==> src/rtl/envsig_pkg.sv <==
package envsig_pkg;

  typedef enum logic [1:0] {
    ST_IDLE  = 2'd0,
    ST_RUN   = 2'd1,
    ST_JUDGE = 2'd2
  } runState_t;

  typedef struct packed {
    logic clearAcc;
    logic accumulate;
    logic judge;
  } envStrobe_t;

endpackage

==> src/rtl/envsig_ctrl.sv <==
module envsig_ctrl
  import envsig_pkg::*;
#(
  parameter int OSR_W = 8,
  parameter int PER_W = 4
) (
  input  logic             clk,
  input  logic             rst_n,
  input  logic             start,
  input  logic [OSR_W-1:0] osrN,
  input  logic [PER_W-1:0] periodsM,
  output envStrobe_t       strobe
);

  runState_t        state;
  logic [OSR_W-1:0] capN;
  logic [PER_W-1:0] capM;
  logic [OSR_W-1:0] sampleCnt;
  logic [PER_W-1:0] periodCnt;
  logic             lastInPeriod;
  logic             lastPeriod;

  assign lastInPeriod = (sampleCnt == capN - 1'b1);
  assign lastPeriod   = (periodCnt == capM - 1'b1);

  // Start overrides everything, including a pending verdict.
  always_comb begin
    strobe = '0;
    if (start) begin
      strobe.clearAcc = 1'b1;
    end else begin
      strobe.accumulate = (state == ST_RUN);
      strobe.judge      = (state == ST_JUDGE);
    end
  end

  always_ff @(posedge clk or negedge rst_n) begin
    if (!rst_n) begin
      state     <= ST_IDLE;
      capN      <= '0;
      capM      <= '0;
      sampleCnt <= '0;
      periodCnt <= '0;
    end else if (start) begin
      state     <= ST_RUN;
      capN      <= osrN;
      capM      <= periodsM;
      sampleCnt <= '0;
      periodCnt <= '0;
    end else begin
      case (state)
        ST_RUN: begin
          if (lastInPeriod) begin
            sampleCnt <= '0;
            if (lastPeriod) begin
              state <= ST_JUDGE;
            end else begin
              periodCnt <= periodCnt + 1'b1;
            end
          end else begin
            sampleCnt <= sampleCnt + 1'b1;
          end
        end
        ST_JUDGE: state <= ST_IDLE;
        default:  state <= ST_IDLE;
      endcase
    end
  end

endmodule

==> src/rtl/envsig_datapath.sv <==
module envsig_datapath
  import envsig_pkg::*;
#(
  parameter int SIG_W = 13
) (
  input  logic                    clk,
  input  logic                    rst_n,
  input  envStrobe_t              strobe,
  input  logic                    bitIn,
  input  logic signed [SIG_W-1:0] winLow,
  input  logic signed [SIG_W-1:0] winHigh,
  output logic signed [SIG_W-1:0] signature,
  output logic                    pass,
  output logic                    fail,
  output logic                    done
);

  localparam logic signed [SIG_W-1:0] STEP_UP   = SIG_W'(1);
  localparam logic signed [SIG_W-1:0] STEP_DOWN = {SIG_W{1'b1}};

  logic signed [SIG_W-1:0] acc;
  logic                    windowOk;
  logic                    inWindow;

  assign windowOk  = (winLow <= winHigh);
  assign inWindow  = windowOk && (acc >= winLow) && (acc <= winHigh);
  assign signature = acc;

  always_ff @(posedge clk or negedge rst_n) begin
    if (!rst_n) begin
      acc  <= '0;
      pass <= 1'b0;
      fail <= 1'b0;
      done <= 1'b0;
    end else if (strobe.clearAcc) begin
      acc  <= '0;
      pass <= 1'b0;
      fail <= 1'b0;
      done <= 1'b0;
    end else begin
      if (strobe.accumulate) begin
        acc <= acc + (bitIn ? STEP_UP : STEP_DOWN);
      end
      if (strobe.judge) begin
        done <= 1'b1;
        pass <= inWindow;
        fail <= !inWindow;
      end
    end
  end

endmodule

==> src/rtl/envsig_judge.sv <==
module envsig_judge
  import envsig_pkg::*;
#(
  parameter int OSR_W = 8,
  parameter int PER_W = 4
) (
  input  logic                       clk,
  input  logic                       rst_n,
  input  logic                       start,
  input  logic [OSR_W-1:0]           osrN,
  input  logic [PER_W-1:0]           periodsM,
  input  logic signed [OSR_W+PER_W:0] winLow,
  input  logic signed [OSR_W+PER_W:0] winHigh,
  input  logic                       bitIn,
  output logic signed [OSR_W+PER_W:0] signature,
  output logic                       pass,
  output logic                       fail,
  output logic                       done
);

  localparam int SIG_W = OSR_W + PER_W + 1;

  envStrobe_t strobe;

  envsig_ctrl #(.OSR_W(OSR_W), .PER_W(PER_W)) u_ctrl (
    .clk      (clk),
    .rst_n    (rst_n),
    .start    (start),
    .osrN     (osrN),
    .periodsM (periodsM),
    .strobe   (strobe)
  );

  envsig_datapath #(.SIG_W(SIG_W)) u_dp (
    .clk       (clk),
    .rst_n     (rst_n),
    .strobe    (strobe),
    .bitIn     (bitIn),
    .winLow    (winLow),
    .winHigh   (winHigh),
    .signature (signature),
    .pass      (pass),
    .fail      (fail),
    .done      (done)
  );

endmodule

==> config.mk <==
export PLATFORM = sky130hd
export DESIGN_NAME = envsig_judge
export DESIGN_NICKNAME = d
export VERILOG_FILES = /design/src/rtl/envsig_pkg.sv /design/src/rtl/envsig_ctrl.sv /design/src/rtl/envsig_datapath.sv /design/src/rtl/envsig_judge.sv
export SDC_FILE = /design/constraint.sdc
export NUM_CORES = 1
export LEC_CHECK = 0
export BUFFER_PORTS_ARGS = -buffer_cell sky130_fd_sc_hd__buf_2
export CORE_UTILIZATION = 25
export CTS_BUF_LIST = sky130_fd_sc_hd__clkbuf_2 sky130_fd_sc_hd__clkbuf_4 sky130_fd_sc_hd__clkbuf_8
export DETAILED_ROUTE_END_ITERATION = 8
export HOLD_SLACK_MARGIN = 0.1
export PLACE_DENSITY = 0.49
export SLEW_MARGIN = 10
export SYNTH_ARGS = -nofsm -noshare
export SYNTH_HDL_FRONTEND = slang
export SYNTH_SLANG_ARGS = --single-unit
==> constraint.sdc <==
create_clock -name clk -period 2.47 [get_ports clk]
set_input_delay 0.741 -clock clk [delete_from_list [all_inputs] [get_ports clk]]
set_output_delay 0.741 -clock clk [all_outputs]
set_load 0.01 [all_outputs]
==> run_results.csv, run 1 <==
group,metric,value,unit
run_status,outcome,"finished clean",
job,max_cap_viol_count,0,
place,dp_hpwl,8270,um
cts,clock_sink_count,42,
floorplanning,rows,44,
worst_setup_path,cp-start-kind,"input port",
worst_setup_path,critPathSlowestCell,"or3_1",
synth,ys_seq_elements,42,
cts,clock_latency,310,ps
drt,drt_iter0_drc,180,
floorplanning,die_y,124,um
cells_and_area,finalNonFillerCells,723,
synth,yosysTopAreaCell,"dfrtp_1",
floorplanning,die_w,124,um
worst_setup_path,cp_num_buf_inv,2,
sta,finalSetupViolCount,0,
floorplanning,die_area,0.0154,mm2
worst_setup_path,critPathRequiredTime,2680,ps
grt,grt.overflow.total,0,
sta,slew_headroom,62.1,%
synth,synth-adder-area-share,18.7,%
sta,hold_slack,498,ps
grt,grt_start_max_net_pins,43,
grt,grt_use_total,14.2,%
drt,routed-via-count,3524,
worst_setup_path,cpPeakStageDelay,390,ps
drt,wire_per_inst,14.6,um
drt,route.detailed.drc,0,
place,place_inst,709,
hold_path,worst_hold_path_type,"input port to asynchronous set/reset pin",
synth,synth-edff-count,0,
worst_setup_path,crit_fanout,2,
place,gp_congestion,0.819,
synth,syn_avg_cell_area,8.69,um2
worst_setup_path,cpLargestDelayFamily,"simple AND/OR/NAND/NOR gates",
synth,synth_flop_cell,"dfrtp_1",
pwr,peakVddDrop,0.209,mV
floorplanning,initial_core_util,25.6,%
cells_and_area,seq_area,0.00105,mm2
sta,period_minus_slack,2340,ps
sta,hold_viol,0,
cts,numCtsBuffers,5,
synth,async_reset_ff_share,100,%
worst_setup_path,worst_setup_path_end_kind,"flop",
synth,ys_top_cells_by_area,"dfrtp_1 28%, ha_1 18%, inv_1 4.3%",
cells_and_area,fill_cells,1527,
grt,antenna_found_initial,0,
synth,mappedNetlistArea,0.00372,mm2
synth,synth_top_family_by_area,"simple AND/OR/NAND/NOR gates",
sta,fin_skew,5.82,ps
cts,cts_tree,"built",
drt,routed_wl,10600,um
cells_and_area,antennaDiodeCount,0,
synth,seq_area_frac_synth,28.3,%
synth,synth_top_area_share,28.3,%
cts,clockRootBuffer,"clkbuf_8",
pwr,power.static_leakage,0.00237,uW
synth,synthCells,428,
pwr,power,3200,uW
grt,grt_pass1_vias,3514,
synth,synthesis.nets,525,
sta,slew_viol_final,0,
cells_and_area,final_cell_mix,"57 x buf_2, 56 x buf_4, 54 x ha_1, 42 x inv_1, 42 x dfrtp_1",
cts,path_clk_slew,90,ps
synth,synth-compound-area-share,17.2,%
synth,muxShareOfSynthArea,4.17,%
cts,hold_buffers,0,
place,io_buffer_count,57,
sta,worstMarginPinSlew,566,ps
drt,antenna_left,0,
worst_setup_path,crit_path_cell_trace,"buf_2, inv_1, ha_1, or3_1, a211oi_1, a211oi_2, nor4b_2, nor2_1, a311oi_2",
drt,vias_per_cell,4.87,
worst_setup_path,cp.arrival,2550,ps
cells_and_area,layout_commonest_cell,"buf_2",
worst_setup_path,path_class,"input port to flop",
synth,ys_types,59,
drt,first_pass_iters,4,
sta,fmax,427,MHz
cells_and_area,fin_nets,635,
pwr,power.density,667,mW/mm2
sta,finalCritPeriodShare,94.8,%
cts,clk_path_buf_depth,2,
cells_and_area,drive_above_1_share,28.8,%
cells_and_area,syn_to_final_growth,28.8,%
floorplanning,io_pins,58,
synth,synth-simple-area-share,20.6,%
grt,grt_first_pass_wirelength,17100,um
synth,ys_warn_count,0,
cells_and_area,multi_input_area,0.00254,mm2
cts,ctsHtreeMaxLevel,2,
floorplanning,coreArea,0.0145,mm2
synth,synth-xor-area-share,5.42,%
## cell usage after synthesis (4+ instances only)
| master | number |
|---|---|
| xor2_1 | 9 |
| nor2_1 | 29 |
| xnor2_1 | 14 |
| nand4_1 | 11 |
| nand3b_1 | 5 |
| a31oi_1 | 4 |
| and3_1 | 4 |
| ha_1 | 54 |
| clkbuf_1 | 9 |
| nand2_1 | 33 |
| nor3_1 | 9 |
| a211oi_1 | 5 |
| nor2b_1 | 8 |
| o21ai_0 | 21 |
| a211o_1 | 4 |
| a21o_1 | 6 |
| or2_2 | 4 |
| nand2b_1 | 7 |
| dfrtp_1 | 42 |
| or3_1 | 4 |
| mux2_2 | 11 |
| inv_1 | 43 |
| a21oi_1 | 23 |
| nand3_1 | 15 |
## per-stage QoR
step	setup TNS (ps)	utilization [%]	cell area (um2)	setup WS [ps]
after CTS	0	32.1	4660	25.7
final	0	33.0	4790	129
after floorplan	0	-	3720	17.0
after global routing	-35.3	33.0	4790	-33.6
after global placement	-1070	31.5	4570	-185
after detailed placement	-1630	31.5	4570	-311
## flip-flops by register name (all words and copies together), names as in the netlist, 2 cells and up
signal            flops
u_ctrl.capM           4
u_ctrl.capN           8
u_ctrl.periodCnt      4
u_ctrl.sampleCnt      8
u_ctrl.state          2
u_dp.signature       13
## metal layers
metal | global-route usage, % | up-vias | part of all wire (%)
li1 | - | 1775 | -
met1 | 19.2 | 1661 | 49
met2 | 23.9 | 75 | 44
met3 | 1.65 | 13 | 5.1
met4 | 3.94 | 0 | 2.1
met5 | 0 | - | 0
## final cells by class
type,count,area share [%]
inverters,43,3.45
well taps,184,4.81
multi-input cells,332,53.0
clock inverters,2,0.287
clock buffers,6,1.59
repair buffers,113,14.7
flip-flops and latches,42,21.9
repair inverters,1,0.157
## report_power, final
group	switching, uW	total (uW)	internal, uW
clock network	276	487	211
registers	130	914	784
logic	923	1800	874
## path summary, 6_finish.rpt
kind,start,to,slack (ps),cells after the start
setup / recovery,winLow[4],u_dp.fail,130,9
hold / removal,rst_n,u_ctrl.capN[7],500,2
setup reg to reg,u_ctrl.capN[0],u_ctrl.sampleCnt[6],270,8
hold reg to reg,u_dp.done,u_dp.done,530,2
max in group asynchronous,rst_n,u_dp.signature[3],1590,2
min in group clk,u_dp.done,u_dp.done,530,2
## worst register-to-register path: stages, from the launching register on
cell,delay (ps)
dfrtp_1,450
inv_1,90
ha_1,310
xnor2_1,140
nor4_2,300
and3_1,310
buf_4,170
a21oi_1,70
a221o_1,270
## cell families after synthesis
family                     Yosys count
and+or+nand+nor                    145
muxes                               14
DFF                                 42
adders and majority gates           55
AOI/OAI and AO/OA                   95
buffers and inverters               54
xor gates and xnor gates            23
## what timing repair did
action | in CTS | in global routing
resized for setup | 0 | 16
endpoints found under the hold margin | 0 | 0
setup endpoints to repair | 0 | 6
buffers inserted | 0 | 5
(Power assumes the default switching activity.)
==> run 2: changes to the inputs <==
BUFFER_PORTS_ARGS = -buffer_cell sky130_fd_sc_hd__clkbuf_2   (was -buffer_cell sky130_fd_sc_hd__buf_2)
REMOVE_ABC_BUFFERS = 1   (was not set)
==> run 2 against run 1 <==
Routed wire length shrank 5.8%. Via count shrank 0.20%. Clock skew grew 4.5 ps. Sequential power grew 1%. Core utilization shrank 0.23 points. Combinational power shrank 8%. Die area is the same. Register-to-register slack lost 50 ps. Clock power grew 38%. Non-clock buffer count shrank 2.
==> run_results.csv, run 2 (synthesized netlist as in run 1, its figures left out) <==
group,metric,value,unit
cells_and_area,finish.utilization,32.7,%
grt,grt_start_max_net_pins,43,
sta,worstMarginPinSlew,567,ps
sta,worst_slack,112,ps
hold_path,worst_hold_path_type,"flop to flop",
sta,finalSetupViolCount,0,
cells_and_area,fill_cells,1509,
worst_setup_path,crit_start,"bitIn",
run_status,outcome,"finished clean",
sta,slew_headroom,62.2,%
place,gp_congestion,0.834,
cts,cts_tree,"built",
grt,grt_pass1_vias,3407,
floorplanning,die_w,124,um
grt,grt_use_total,13.7,%
sta,fmax,424,MHz
drt,vias_per_cell,4.88,
pwr,power,3250,uW
sta,hold_viol,0,
cts,clock_sink_count,42,
cts,clk_path_buf_depth,2,
grt,antenna_found_initial,0,
cts,clock_latency,300,ps
cts,post_cts_buffers,0,
cts,ctsHtreeMaxLevel,2,
sta,finalCritPeriodShare,95.5,%
sta,rsz0062_at_grt,"no",
drt,drt_iter0_drc,172,
sta,fin_skew,10.3,ps
worst_setup_path,cpMostUsedCell,"buf_4",
pwr,peakVddDrop,0.341,mV
place,post-place-ws,-300,ps
worst_setup_path,crit_path_cell_trace,"clkbuf_2, buf_4, fa_1, nor2b_2, o2111ai_2, nand3b_1, a31oi_2, buf_4, o21ba_2, o211ai_1",
cts,clockRootBuffer,"clkbuf_8",
drt,antenna_left,0,
worst_setup_path,cpLargestDelayFamily,"compound AO/OA/AOI/OAI gates",
grt,grt.overflow.total,0,
cells_and_area,drive_above_1_share,27.1,%
drt,wire_per_inst,13.8,um
floorplanning,die_area,0.0154,mm2
worst_setup_path,r2r-start,"u_ctrl.capN[0]",
worst_setup_path,worst_setup_path_end_kind,"flop",
pwr,power.density,682,mW/mm2
cells_and_area,stdcell_area,0.00476,mm2
pwr,power.static_leakage,0.00238,uW
place,place_inst,712,
drt,routed_wl,9940,um
job,max_cap_viol_count,0,
cells_and_area,antennaDiodeCount,0,
cells_and_area,largest_reg_flops,13,
sta,period_minus_slack,2360,ps
floorplanning,io_pins,58,
place,io_buffer_count,57,
cts,hold_buffers,0,
worst_setup_path,critPathSlowestCell,"fa_1",
drt,first_pass_iters,4,
floorplanning,coreArea,0.0145,mm2
cts,numCtsBuffers,5,
cts,cts_resized,0,
grt,grt_first_pass_wirelength,16700,um
floorplanning,rows,44,
worst_setup_path,cp.arrival,2570,ps
cells_and_area,fin_nets,632,
worst_setup_path,crit_fanout,4,
sta,slew_viol_final,0,
drt,routed-via-count,3517,
floorplanning,die_y,124,um
cells_and_area,finalNonFillerCells,720,
floorplanning,initial_core_util,25.6,%
cells_and_area,layout_commonest_cell,"clkbuf_2",
worst_setup_path,cpPeakStageDelay,470,ps
cts,path_clk_slew,90,ps
hold_path,worstHoldStart,"u_dp.done",
worst_setup_path,critPathRequiredTime,2690,ps
cells_and_area,final_cell_mix,"57 x clkbuf_2, 54 x ha_1, 53 x buf_4, 43 x inv_1, 42 x dfrtp_1",
worst_setup_path,cp_num_buf_inv,3,
worst_setup_path,path_class,"input port to flop",
drt,route.detailed.drc,0,
place,placed_area,0.00460,mm2
place,dp_hpwl,8200,um
cells_and_area,syn_to_final_growth,27.9,%
worst_setup_path,cp-start-kind,"input port",
run 2: changes by cell type in the layout (fill, tap and decap cells not counted), moves of 2 or more:
cell | before | now
a211oi_1 | 3 | 5
buf_2 | 57 | 0
buf_4 | 56 | 53
bufinv_16 | 0 | 2
clkbuf_2 | 0 | 57
clkinvlp_4 | 2 | 0
o21ai_0 | 20 | 18
o21ai_1 | 1 | 4
run 2: cell type report:
class	count	area [um2]	area share, %
inverter	43	161	3.39
sequential	42	1050	22.1
timing repair buffer	111	703	14.8
clock inverter	3	68.8	1.45
multi-input combinational	332	2470	52.0
clock buffer	5	68.8	1.45
tap	184	230	4.84
run 2: per-stage QoR:
step                setup TNS (ps)  hold slack, ps
finish                           0             505
global placement             -1150             491
global route                     0             552
detailed placement           -1350             491
floorplan                    -38.3             445
CTS                              0             514
run 2: layer usage:
layer | wire [um] | share of wire (%) | vias to the layer above | GRT usage [%]
met5 | 0 | 0 | - | 0
met4 | 128 | 1.3 | 0 | 2.38
met3 | 466 | 4.7 | 11 | 1.65
met2 | 4680 | 47 | 83 | 24.7
met1 | 4660 | 47 | 1657 | 17.6
li1 | - | - | 1766 | -
run 2: path summary, 6_finish.rpt:
path                                        to  slack (ps)  depth (start not counted)
setup reg to reg           u_ctrl.periodCnt[3]         220                          7
setup / recovery            u_dp.signature[12]         110                         10
hold / removal                       u_dp.done         500                          2
max in group asynchronous    u_dp.signature[8]        1560                          2
min in group asynchronous       u_ctrl.capN[7]         510                          2
hold reg to reg                      u_dp.done         500                          2
run 2: report_power, final:
| part | leakage [uW] | switching, uW | internal (uW) |
|---|---|---|---|
| sequential | 0.000539 | 141 | 784 |
| clock | 0.0000683 | 265 | 405 |
| combinational | 0.00177 | 833 | 817 |
run 2: tightest hold or removal path: stages (launching register included):
cell and delay [ps]:
dfrtp_1 350, nor2_1 50, nor2_1 70
==> run 3: changes to the inputs <==
BUFFER_PORTS_ARGS = not set   (was -buffer_cell sky130_fd_sc_hd__clkbuf_2)
DONT_BUFFER_PORTS = 1   (was not set)
PLACE_DENSITY = 0.45   (was 0.49)
==> run 3 against run 2 <==
Worst setup slack better by 100 ps. Routed wire length is 3.8% lower. Sequential power hardly changed.
==> run_results.csv, run 3 (synthesized netlist as in run 1, its figures left out) <==
group,metric,value,unit
run_status,outcome,"finished clean",
sta,rsz0062_at_grt,"no",
cts,path_clk_slew,80,ps
worst_setup_path,rrSetupSlack,210,ps
drt,vias_per_cell,5.01,
sta,finalSetupViolCount,0,
sta,worst_slack,214,ps
cts,clock_latency,290,ps
grt,antenna_found_initial,0,
grt,grt_use_total,13.2,%
cts,clock_sink_count,42,
worst_setup_path,worst-path-stages,7,
floorplanning,io_pins,58,
worst_setup_path,critPathSlowestCell,"dfrtp_1",
worst_setup_path,cpLargestDelayFamily,"simple AND/OR/NAND/NOR gates",
worst_setup_path,cp-start-kind,"flop",
place,placed_area,0.00421,mm2
worst_setup_path,ff2ff_path_depth,7,
floorplanning,die_area,0.0154,mm2
grt,grt_pass1_vias,3222,
cells_and_area,layout_commonest_cell,"ha_1",
floorplanning,die_y,124,um
grt,grt.overflow.total,0,
place,gp_congestion,0.785,
cells_and_area,final_cell_mix,"54 x ha_1, 43 x inv_1, 41 x buf_4, 41 x dfrtp_1, 33 x nand2_1",
cts,numCtsBuffers,5,
pwr,peakVddDrop,0.191,mV
worst_setup_path,cp.arrival,2430,ps
cts,clockRootBuffer,"clkbuf_8",
pwr,power.static_leakage,0.00206,uW
worst_setup_path,cpPeakStageDelay,460,ps
worst_setup_path,critPathRequiredTime,2640,ps
drt,routed_wl,9570,um
sta,hold_viol,0,
sta,finalCritPeriodShare,91.3,%
cells_and_area,stdcell_area,0.00432,mm2
sta,period_minus_slack,2260,ps
place,place_inst,642,
cells_and_area,drive_above_1_share,15.6,%
cells_and_area,fin_nets,563,
drt,wire_per_inst,14.7,um
cts,clk_path_buf_depth,2,
job,max_cap_viol_count,0,
worst_setup_path,crit_path_cell_trace,"inv_1, ha_1, xnor2_1, nor4_2, and3_1, nand4_1, mux2_1",
cells_and_area,largest_reg_flops,13,
place,dp_hpwl,7760,um
floorplanning,rows,44,
cells_and_area,antennaDiodeCount,0,
worst_setup_path,worst_setup_path_end_kind,"flop",
cells_and_area,finish.utilization,29.7,%
grt,grt_start_max_net_pins,47,
worst_setup_path,crit_start,"u_ctrl.capN[0]",
sta,slew_headroom,61.0,%
drt,routed-via-count,3259,
place,post-place-ws,-99.9,ps
cts,cts_tree,"built",
sta,fin_skew,9.86,ps
drt,drt_iter0_drc,84,
cells_and_area,finalNonFillerCells,651,
cts,ctsHtreeMaxLevel,2,
worst_setup_path,cp_num_buf_inv,1,
sta,fmax,443,MHz
sta,slew_viol_final,0,
hold_path,worst_hold_path_type,"input port to asynchronous set/reset pin",
drt,antenna_left,0,
floorplanning,initial_core_util,25.6,%
floorplanning,coreArea,0.0145,mm2
cells_and_area,syn_to_final_growth,16.1,%
worst_setup_path,path_class,"flop to flop",
drt,route.detailed.drc,0,
worst_setup_path,crit_fanout,6,
worst_setup_path,r2r-start,"u_ctrl.capN[0]",
worst_setup_path,critPathCapture,"u_ctrl.periodCnt[3]",
sta,worstMarginPinSlew,584,ps
grt,grt_first_pass_wirelength,15800,um
cts,post_cts_buffers,0,
pwr,power,2910,uW
place,io_buffer_count,0,
pwr,power.density,673,mW/mm2
floorplanning,die_w,124,um
drt,first_pass_iters,4,
worst_setup_path,timing.rr.end,"u_ctrl.periodCnt[3]",
## run 3: changes by cell type in the layout (fill, tap and decap cells not counted), sizes merged
cell	before	now
bufinv	2	0
dlygate4sd3	0	1
buf	54	41
clkbuf	62	7
## run 3: area by class of cell
| type | count | area, um2 |
|---|---|---|
| inverter | 43 | 161 |
| multi-input combinational | 332 | 2460 |
| timing repair buffer | 42 | 318 |
| tap | 184 | 230 |
| sequential | 42 | 1050 |
| fill | 1594 | 10200 |
| clock inverter | 1 | 5.00 |
| clock buffer | 7 | 90.1 |
## run 3: where the power goes
part,internal (uW),switching [uW],total [uW]
registers,785,139,924
logic,737,761,1500
clock network,237,248,485
total,1760,1150,2910
## run 3: worst min-delay path by stage
| stage | cells past startpoint | startpoint | slack, ps | end |
|---|---|---|---|---|
| after floorplan | 0 | rst_n | 450 | u_ctrl.capM[0] |
| final | 0 | rst_n | 130 | u_ctrl.capN[7] |
| after detailed placement | 0 | rst_n | 450 | u_ctrl.capN[7] |
| after CTS | 0 | rst_n | 120 | u_ctrl.sampleCnt[3] |
| after global placement | 0 | rst_n | 450 | u_ctrl.capN[7] |
| after global routing | 0 | rst_n | 100 | u_ctrl.capN[7] |
## run 3: metal layers
metal  vias to the layer above  wire [um]  GRT usage (%)
met5                         -          0              0
met4                         0         65           2.46
met3                         5        432           2.15
met2                        66       4700           24.4
met1                      1550       4370           16.1
li1                       1638          -              -
## run 3: per-stage QoR
| stage | hold WS [ps] | TNS, ps |
|---|---|---|
| finish | 132 | 0 |
| global route | 103 | 0 |
| CTS | 116 | 0 |
| detailed placement | 447 | -472 |
| global placement | 447 | -348 |
| floorplan | 445 | -38.3 |
## run 3: worst register-to-register path: stages (launching register included)
cell and delay [ps]:
dfrtp_1 460, inv_1 90, ha_1 310, xnor2_1 140
nor4_2 300, and3_1 360, nand4_1 150, mux2_1 330
## run 3: timing repair
| item | CTS | global route |
|---|---|---|
| endpoints found under the hold margin | 0 | 11 |
| hold buffers | 0 | 1 |
| gates resized for setup | 0 | 2 |
| setup endpoints to repair | 0 | 2 |
